<file path="config.mk">
export PLATFORM = sky130hd
export DESIGN_NAME = sec60_counter
export DESIGN_NICKNAME = d
export VERILOG_FILES = /design/src/rtl/sec60_pkg.sv /design/src/rtl/bcd_stage.sv /design/src/rtl/sec60_counter.sv
export SDC_FILE = /design/constraint.sdc
export NUM_CORES = 1
export LEC_CHECK = 0
export ABC_AREA = 1
export BUFFER_PORTS_ARGS = -buffer_cell sky130_fd_sc_hd__buf_2
export CAP_MARGIN = 20
export CORE_MARGIN = 4
export CORE_UTILIZATION = 25
export CTS_BUF_LIST = sky130_fd_sc_hd__clkbuf_8 sky130_fd_sc_hd__clkbuf_16
export DETAILED_ROUTE_END_ITERATION = 7
export PLACE_DENSITY = 0.53
export SYNTH_ARGS = -nofsm -noshare
export SYNTH_HDL_FRONTEND = slang
export SYNTH_SLANG_ARGS = --single-unit
</file>
<file path="constraint.sdc">
create_clock -name clk -period 2.5 [get_ports clk]
set_input_delay 0.25 -clock clk [delete_from_list [all_inputs] [get_ports clk]]
set_output_delay 0.25 -clock clk [all_outputs]
set_load 0.05 [all_outputs]
</file>
<file path="src/rtl/sec60_pkg.sv">
package sec60_pkg;
    typedef enum logic [1:0] {
        OP_HOLD  = 2'd0,
        OP_STEP  = 2'd1,
        OP_CLEAR = 2'd2
    } stage_op_e;
endpackage

</file>
<file path="src/rtl/bcd_stage.sv">
module bcd_stage
    import sec60_pkg::*;
#(
    parameter int MODULUS = 10,
    parameter int W       = 4
) (
    input  logic         clk,
    input  logic         clr,
    input  logic         step_en,
    output logic [W-1:0] value,
    output logic         carry
);
    localparam logic [W-1:0] LAST = W'(MODULUS - 1);

    stage_op_e    op;
    logic [W-1:0] value_nxt;

    // operation select: clear beats step, step beats hold
    always_comb begin
        if (clr)
            op = OP_CLEAR;
        else if (step_en)
            op = OP_STEP;
        else
            op = OP_HOLD;
    end

    // next digit for each operation
    always_comb begin
        unique case (op)
            OP_CLEAR: value_nxt = '0;
            OP_STEP:  value_nxt = (value == LAST) ? '0 : value + 1'b1;
            OP_HOLD:  value_nxt = value;
            default:  value_nxt = '0;
        endcase
    end

    always_ff @(posedge clk) begin
        value <= value_nxt;
    end

    // carry leaves only on a real step out of the last value
    always_comb begin
        carry = step_en && (value == LAST);
    end


    clear_zero_chk: assert property (@(posedge clk) clr |=> value == '0);


    range_chk: assert property (@(posedge clk) disable iff (clr) value <= LAST);


    step_inc_chk: assert property (@(posedge clk) disable iff (clr)
        (step_en && value != LAST) |=> value == $past(value) + 1'b1);


    step_wrap_chk: assert property (@(posedge clk) disable iff (clr)
        (step_en && value == LAST) |=> value == '0);


    hold_chk: assert property (@(posedge clk) disable iff (clr)
        !step_en |=> $stable(value));
endmodule

</file>
<file path="src/rtl/sec60_counter.sv">
module sec60_counter #(
    parameter int DIGIT_W  = 4,
    parameter int ONES_MOD = 10,
    parameter int TENS_MOD = 6
) (
    input  logic               clk,
    input  logic               clr,
    input  logic               cnt_en,
    output logic [DIGIT_W-1:0] ones_bcd,
    output logic [DIGIT_W-1:0] tens_bcd,
    output logic               en_led,
    output logic               at_max
);
    localparam logic [DIGIT_W-1:0] ONES_LAST = DIGIT_W'(ONES_MOD - 1);
    localparam logic [DIGIT_W-1:0] TENS_LAST = DIGIT_W'(TENS_MOD - 1);

    logic ones_carry;
    logic tens_carry;

    bcd_stage #(.MODULUS(ONES_MOD), .W(DIGIT_W)) u_ones (
        .clk     (clk),
        .clr     (clr),
        .step_en (cnt_en),
        .value   (ones_bcd),
        .carry   (ones_carry)
    );

    bcd_stage #(.MODULUS(TENS_MOD), .W(DIGIT_W)) u_tens (
        .clk     (clk),
        .clr     (clr),
        .step_en (ones_carry),
        .value   (tens_bcd),
        .carry   (tens_carry)
    );

    always_comb begin
        en_led = cnt_en;
        at_max = tens_carry;
    end


    tens_gate_chk: assert property (@(posedge clk) disable iff (clr)
        (!$past(clr) && tens_bcd != $past(tens_bcd)) |->
            ($past(ones_bcd) == ONES_LAST && $past(cnt_en)));


    wrap_chk: assert property (@(posedge clk) disable iff (clr)
        at_max |=> (ones_bcd == '0 && tens_bcd == '0));


    max_flag_chk: assert property (@(posedge clk) disable iff (clr)
        at_max |-> (tens_bcd == TENS_LAST && ones_bcd == ONES_LAST && cnt_en));


    led_follow_chk: assert property (@(posedge clk) en_led == cnt_en);
endmodule

</file>
==> results of run 1 <==
## worst max-delay path, cell delays in order (launching register included)
cell	delay, ps
edfxtp_1	440
inv_1	90
ha_1	150
nand2_2	70
nor2_2	120
nand2_1	80
nor2_1	80
buf_2	260
## cells by family after synthesis
group,Yosys count,synth area share
compound gates,1,0.01892
fa+ha+maj,4,0.1081
xor+xnor,2,0.03784
simple gates,25,0.2513
buf+inv,7,0.06487
flops,8,0.5189
## cells in the final DEF, fill, tap and decap left out, types with 3 or more instances in the layout
| master | instances |
|---|---|
| buf_2 | 12 |
| clkbuf_8 | 3 |
| edfxtp_1 | 8 |
| ha_1 | 4 |
| inv_1 | 6 |
| nand2_1 | 7 |
| nand3_1 | 3 |
| nor2_1 | 9 |
## state kept, by name, indices dropped and copies added, names as in the netlist
name and flops:
u_tens.value 4, u_ones.value 4
## synthesized netlist by cell type (all sizes together)
| cell | number |
|---|---|
| nor2 | 11 |
| edfxtp | 8 |
| nand2 | 8 |
| inv | 6 |
| ha | 4 |
| nand3 | 4 |
| nand4 | 2 |
| xnor2 | 2 |
| buf | 1 |
| o21ai | 1 |
## routing by layer
layer,vias up,part of all wire,wire length (um),track usage
met4,0,0.029,24,0.06726
met2,10,0.49,413,0.1180
met5,-,0,0,0
met3,2,0.067,56,0.02041
li1,181,-,-,-
met1,166,0.41,343,0.07540
## layout make-up
class | count | area (um^2) | area share
Timing Repair Buffer | 12 | 60.06 | 0.1021
Tap cell | 25 | 31.28 | 0.05319
Clock buffer | 3 | 41.29 | 0.07021
Inverter | 6 | 22.52 | 0.03830
Multi-Input combinational cell | 32 | 192.7 | 0.3277
Sequential cell | 8 | 240.2 | 0.4085
## worst paths after layout
path	slack [ps]	to	from
setup reg to reg	1090	u_tens.value[3]	u_ones.value[1]
setup / recovery	730	at_max	u_ones.value[1]
hold reg to reg	670	u_tens.value[0]	u_tens.value[0]
hold / removal	460	u_tens.value[2]	clr
## power by group
| part | switching (mW) | total (mW) | internal [mW] |
|---|---|---|---|
| sequential | 0.0110 | 0.168 | 0.157 |
| clock | 0.0546 | 0.159 | 0.105 |
| combinational | 0.0469 | 0.0620 | 0.0151 |
| total | 0.112 | 0.389 | 0.277 |
==> reports/qor.txt, run 1 <==
clock latency on the worst-skew pair: 230 ps
H-tree depth: 1
dpl cells: 83
# rows: 15
DP HPWL: 670.5 um
filler instances: 188
dpl ws: 962.8 ps
clock skew: 2.527 ps
Fin Hold WS: 459.6 ps
Setup Buffers After CTS: 0
Worst setup EP type: primary output
share of layout cells above drive strength 1: 0.3279
Final Cell Area: 588.1 um^2
critical path class: reg2out
power density cells: 662.3 mW/mm^2
# diodes: 0
CTS Buf Count: 3
CTS sink cnt: 8
final setup fails: 0
1st-iter DRT viols: 5
die width: 51.03 um
Ys Warns: 0
final setup margin: 731.4 ps
WHS Path Cells: 4
CTS clk-pin slew, worst paths: 40 ps
Req. time, crit path: 2250 ps
Hold Path Class: in2reg
Mapped Nets: 54
Synth area leader: edfxtp_1
Final nets: 70
Cells after Synth: 47
Routed Antenna Nets: 0
outcome: complete, no violations
Fin. Hold Viols: 0
register area share after synthesis: 0.5189
IO buf count: 12
# resized after CTS: 0
DR WL/cell: 9.744 um
crit-path max FO: 5
vias: 359
Vias/cell: 4.174
Worst Path Arrival: 1520 ps
fmax: 565.4 MHz
Slew Limit Headroom: 0.8241
synthesis-stage register bit count: 8
Fin Setup TNS: 0 ps
post-route insts no fill: 86
die area: 0.002604 mm^2
Finished Core Util: 0.3369
DR DRC count: 0
Yosys cell types: 13
r2r worst-path depth: 6
Slew Viols, Final: 0
initial core utilization: 0.2652
die height: 51.03 um
Clock Tree Buf Depth: 2
worst-margin pin slew: 263.9 ps
crit share post-route: 0.7074
core area: 0.001745 mm^2
max-cap check violation count: 0
number of global-route vias before repair: 335
top post-synthesis cells by area: edfxtp_1 (52%), ha_1 (11%), nor2_1 (7.3%)
cts hold-fix bufs: 0
total power: 0.3895 mW
Lkg Pwr: 0.2688 nW
largest net degree at the start of global routing: 7
first-pass GRT wire length: 1352 um
RSZ-0062 raised after global routing: false
length of the first detailed-routing pass in iterations: 2
RePlAce Congestion: 0.7310
io pins: 13
top cell type's share of synthesized area: 0.5189
Netlist Area Pre-Place: 462.9 um^2
initial antenna violation count: 0
GRT overflow: 0
CTS tree: done
Worst setup SP type: register
maximum vdd drop: 278.8 uV
DP Area: 546.8 um^2
CTS root buffer: clkbuf_8
fin crit period: 1769 ps
global-route usage over all layers: 0.07296
area grow syn2layout: 27.03%
syn_area_per_cell: 9.850 um^2
Routed WL: 838 um
No activity file was read; power rests on OpenSTA's default activity.
==> run 2: changes to the inputs <==
==> constraint.sdc (replaced) <==
create_clock -name clk -period 1.75 [get_ports clk]
set_input_delay 0.175 -clock clk [delete_from_list [all_inputs] [get_ports clk]]
set_output_delay 0.175 -clock clk [all_outputs]
set_load 0.05 [all_outputs]
==> run 2 against run 1 <==
- sequential share of layout area decreased by 1.2 points
- final cell count increased by 1.2%
- die area unchanged
- critical endpoint unchanged
- critical path depth decreased by 1
- core utilization increased by 1.0 points
- cell area increased by 3.0%
==> reports/qor.txt, run 2 (synthesized netlist as in run 1, its figures left out) <==
max-cap check violation count: 0 (unchanged)
cts hold-fix bufs: 0 (unchanged)
crit share post-route: 0.9358
Slew Viols, Final: 0 (unchanged)
worst r2r src: u_ones.value[0]
Worst setup EP type: primary output
Slew Limit Headroom: 0.8338 (+0.009670)
Fin Setup TNS: 0 ps (unchanged)
share of layout cells above drive strength 1: 0.3548 (+0.02697)
Setup crit end: at_max
# diodes: 0 (unchanged)
H-tree depth: 1 (unchanged)
initial core utilization: 0.2652 (unchanged)
DR DRC count: 0 (unchanged)
total power: 0.5469 mW (+40%)
r2r worst-path depth: 5 (-1)
CP startpoint: u_ones.value[0]
die area: 0.002604 mm^2 (unchanged)
# rows: 15 (unchanged)
Final nets: 71 (+1.4%)
clock skew: 2.314 ps (-0.2128 ps)
Hold Path Class: in2reg
first-pass GRT wire length: 1345 um (-0.52%)
clock latency on the worst-skew pair: 220 ps (about the same)
maximum vdd drop: 473.2 uV (+70%)
vias: 357 (-0.56%)
RSZ-0062 raised after global routing: false
fin crit period: 1638 ps
die height: 51.03 um (unchanged)
number of global-route vias before repair: 318 (-5.1%)
core area: 0.001745 mm^2 (unchanged)
Lkg Pwr: 0.2733 nW (+1.7%)
Req. time, crit path: 1570 ps (-680 ps)
Vias/cell: 4.103 (-1.7%)
reg2reg setup slack: 330 ps (-760 ps)
global-route usage over all layers: 0.06994 (-0.003023)
Worst setup SP type: register
IO buf count: 12 (unchanged)
power density cells: 903.1 mW/mm^2 (+36%)
fmax: 610.6 MHz
CTS clk-pin slew, worst paths: 40 ps (about the same)
Routed Antenna Nets: 0 (unchanged)
initial antenna violation count: 0 (unchanged)
CTS root buffer: clkbuf_8
critical path class: reg2out
DR WL/cell: 9.701 um (-0.44%)
outcome: complete, no violations
CTS sink cnt: 8 (unchanged)
FF/Latch Area: 240.2 um^2 (unchanged)
GRT overflow: 0 (unchanged)
Routed WL: 844 um (+0.72%)
Clock Tree Buf Depth: 2 (unchanged)
Worst Path Arrival: 1460 ps (-60 ps)
CTS Buf Count: 3 (unchanged)
biggest regs: u_ones.value x4, u_tens.value x4
area grow syn2layout: 30.81%
most frequent cells in the layout: buf_2 (11), nor2_1 (8), edfxtp_1 (8), nand2_1 (7), inv_1 (6)
commonest non-fill, non-tap cell in the layout: buf_2
DP HPWL: 667.9 um (-0.39%)
filler instances: 183 (-2.7%)
RePlAce Congestion: 0.6590 (-9.8%)
area of the multi-input gates: 200.2 um^2 (+3.9%)
die width: 51.03 um (unchanged)
length of the first detailed-routing pass in iterations: 2 (unchanged)
worst r2r dst: u_tens.value[3]
Fin. Hold Viols: 0 (unchanged)
1st-iter DRT viols: 7 (+2)
io pins: 13 (unchanged)
final setup fails: 0 (unchanged)
worst-margin pin slew: 249.4 ps (-14.51 ps)
crit-path max FO: 6 (+1)
largest net degree at the start of global routing: 7 (unchanged)
CTS tree: done
==> run 2: layout make-up <==
type,count,area share
inverter,6,0.03719
multi-input combinational,32,0.3306
sequential,8,0.3967
timing repair buffer,13,0.1157
tap,25,0.05165
clock buffer,3,0.06818
==> run 2: critical path, stage by stage (launching register included) <==
cell and delay, ps:
edfxtp_1 440, ha_1 200, nand2_2 70, nor2_2 120, nand2_1 110, nor2_4 80
clkbuf_4 220
==> run 2: worst min-delay path by stage <==
stage                            to  cells past startpoint  start
global placement    u_tens.value[2]                      3    clr
finish              u_tens.value[1]                      4    clr
CTS                 u_tens.value[1]                      4    clr
global route        u_ones.value[0]                      4    clr
detailed placement  u_tens.value[1]                      4    clr
floorplan           u_ones.value[0]                      2    clr
==> run 2: metrics by stage <==
stage / cell area (um^2) / hold slack, ps / instances / util / setup slack [ps]
floorplan: 470.5 / 467.5 / 47 / - / 54.00
global placement: 554.3 / 625.1 / 83 / 0.3176 / 306.1
detailed placement: 554.3 / 629.5 / 83 / 0.3176 / 264.7
CTS: 595.6 / 396.7 / 86 / 0.3412 / 25.57
global route: 605.6 / 416.7 / 87 / 0.3470 / 17.92
finish: 605.6 / 395.2 / 87 / 0.3470 / 112.3
==> run 2: where the power goes <==
part / switching, mW / internal (mW) / leakage [nW] / total (mW)
combinational: 0.0697 / 0.0241 / 0.166 / 0.0938
sequential: 0.0143 / 0.225 / 0.0856 / 0.239
clock: 0.0657 / 0.148 / 0.0216 / 0.214
==> run 2: layer usage <==
layer,vias to the layer above,GRT usage,routed length [um]
met5,-,0,0
met4,0,0.04036,9
met3,2,0.03207,69
met2,9,0.1116,378
met1,161,0.07554,386
li1,185,-,-
==> run 2: what timing repair did <==
action,in CTS,in global routing
setup endpoints to repair,0,1
hold endpoints to repair,0,0
buffers inserted,0,1
gates resized for setup,0,1
==> run 3: changes to the inputs <==
--- a/config.mk
+++ b/config.mk
@@ -13,6 +13,7 @@
 export CTS_BUF_LIST = sky130_fd_sc_hd__clkbuf_8 sky130_fd_sc_hd__clkbuf_16
 export DETAILED_ROUTE_END_ITERATION = 7
 export PLACE_DENSITY = 0.53
+export SETUP_SLACK_MARGIN = 0.2
 export SYNTH_ARGS = -nofsm -noshare
 export SYNTH_HDL_FRONTEND = slang
 export SYNTH_SLANG_ARGS = --single-unit
==> run 3 against run 2 <==
- power rose by 3.9%
- count of clock-buffer cells in the layout unchanged
- routed wire length up 14%
- core utilization is 1.9 points higher
- flip-flop and latch count stayed put
- sequential share of layout area decreased by 2.1 points
- critical endpoint unchanged
- critical path depth up 1
- largest cell class unchanged
==> reports/qor.txt, run 3 (synthesized netlist as in run 1, its figures left out) <==
outcome: complete, no violations
area grow syn2layout: 38.11%
most frequent cells in the layout: buf_2 (11), nor2_1 (8), edfxtp_1 (8), inv_1 (6), nand2_1 (6)
1st-iter DRT viols: 0 (-7)
reg2reg setup slack: 400 ps (+70 ps)
CTS clk-pin slew, worst paths: 40 ps (about the same)
crit-path max FO: 2 (-4)
clock skew: 0.6905 ps (-1.623 ps)
Worst Path Arrival: 1340 ps (-120 ps)
die area: 0.002604 mm^2 (unchanged)
crit share post-route: 0.8655 (-0.07035)
core area: 0.001745 mm^2 (unchanged)
Final nets: 74 (+4.2%)
DP Area: 554.3 um^2 (unchanged)
hold wc startpoint: clr
Req. time, crit path: 1570 ps (about the same)
final setup fails: 0 (unchanged)
Slew Viols, Final: 0 (unchanged)
die width: 51.03 um (unchanged)
clock latency on the worst-skew pair: 230 ps (about the same)
# diodes: 0 (unchanged)
commonest non-fill, non-tap cell in the layout: buf_2
Routed Antenna Nets: 0 (unchanged)
initial antenna violation count: 0 (unchanged)
Lkg Pwr: 0.2909 nW (+6.4%)
Vias/cell: 4.011 (-2.3%)
Finished Core Util: 0.3663 (+0.01936)
Hold Path Class: in2reg
cts hold-fix bufs: 0 (unchanged)
r2r worst-path depth: 6 (+1)
power density cells: 889.1 mW/mm^2 (-1.5%)
Critical path buffers and inverters: 2 (+1)
fin crit period: 1515 ps (-123.1 ps)
io pins: 13 (unchanged)
Crit path max-delay family: flip-flops
filler instances: 181 (-1.1%)
Clock Tree Buf Depth: 2 (unchanged)
Routed WL: 965 um (+14%)
biggest regs: u_ones.value x4, u_tens.value x4
DP HPWL: 707.1 um (+5.9%)
largest net degree at the start of global routing: 7 (unchanged)
slowest CP cell: edfxtp_1
worst r2r dst: u_tens.value[3]
worst-margin pin slew: 288.4 ps (+39.05 ps)
global-route usage over all layers: 0.08047 (+0.01053)
Fin Setup TNS: 0 ps (unchanged)
WHS Path Cells: 4 (unchanged)
Fin. Hold Viols: 0 (unchanged)
RePlAce Congestion: 0.6367 (-3.4%)
DR WL/cell: 10.72 um (+11%)
# rows: 15 (unchanged)
die height: 51.03 um (unchanged)
vias: 361 (+1.1%)
max-cap check violation count: 0 (unchanged)
share of layout cells above drive strength 1: 0.4000 (+0.04516)
worst r2r src: u_ones.value[1]
DR DRC count: 0 (unchanged)
CTS root buffer: clkbuf_8
Worst setup EP type: primary output
maximum vdd drop: 605.1 uV (+28%)
Worst setup SP type: register
CTS Buf Count: 3 (unchanged)
Slew Limit Headroom: 0.8077 (-0.02604)
critical path class: reg2out
total power: 0.5684 mW (+3.9%)
fmax: 660.2 MHz (+8.1%)
Final Cell Area: 639.4 um^2 (+5.6%)
length of the first detailed-routing pass in iterations: 1 (-1)
CTS sink cnt: 8 (unchanged)
first-pass GRT wire length: 1524 um (+13%)
CP max stage delay: 380 ps (-60 ps)
critical path cell sequence: inv_1 > ha_1 > nand2_2 > nor2_4 > nand2_2 > nor2_4 > buf_6
critical path depth: 7 (+1)
H-tree depth: 1 (unchanged)
RSZ-0062 raised after global routing: true
number of global-route vias before repair: 354 (+11%)
IO buf count: 12 (unchanged)
Hold EP: u_tens.value[1]
initial core utilization: 0.2652 (unchanged)
GRT overflow: 0 (unchanged)
CTS tree: done
## run 3: changes by cell type in the layout (fill, tap and decap cells not counted), sizes merged
cell	change
clkbuf	-1
buf	+4
## run 3: routing by layer
metal,track usage,share of wire,vias up
li1,-,-,190
met2,0.1309,0.49,11
met4,0.01345,0,0
met3,0.04373,0.068,0
met1,0.09386,0.44,160
met5,0,0,-
## run 3: worst max path at each step
| stage | slack, ps | start | endpoint |
|---|---|---|---|
| after global placement | 310 | u_ones.value[1] | at_max |
| after global routing | 170 | u_ones.value[1] | at_max |
| after CTS | 200 | u_ones.value[1] | at_max |
| after detailed placement | 260 | u_ones.value[1] | at_max |
| final | 240 | u_ones.value[1] | at_max |
| after floorplan | 50 | u_ones.value[0] | at_max |
## run 3: per-stage QoR
step                      std cells  worst slack (ps)  hold WS (ps)
after floorplan                  47             54.00         467.5
final                            90             235.4         389.3
after CTS                        88             201.6         391.2
after detailed placement         83             256.9         632.9
after global routing             90             165.3         422.6
after global placement           83             312.6         627.6
## run 3: layout make-up
| class | instances | area, um^2 | area share |
|---|---|---|---|
| repair buffers | 16 | 96.34 | 0.1507 |
| well taps | 25 | 31.28 | 0.04892 |
| multi-input cells | 32 | 207.7 | 0.3249 |
| inverters | 6 | 22.52 | 0.03523 |
| clock buffers | 3 | 41.29 | 0.06458 |
| flip-flops and latches | 8 | 240.2 | 0.3757 |
## run 3: what timing repair did
| action | 4_1_cts | 5_1_grt |
|---|---|---|
| resized for setup | 3 | 1 |
| buffers inserted | 2 | 2 |
| endpoints found under the setup margin | 1 | 1 |
## run 3: report_power, final
part	internal [mW]	total, mW	switching, mW
sequential	0.224	0.237	0.0125
combinational	0.0301	0.105	0.0750
clock	0.149	0.226	0.0769
## run 3: tightest hold or removal path, stage by stage
cell     delay, ps
buf_2           90
nor2_2          50
nand3_2         90
nor2_1          40
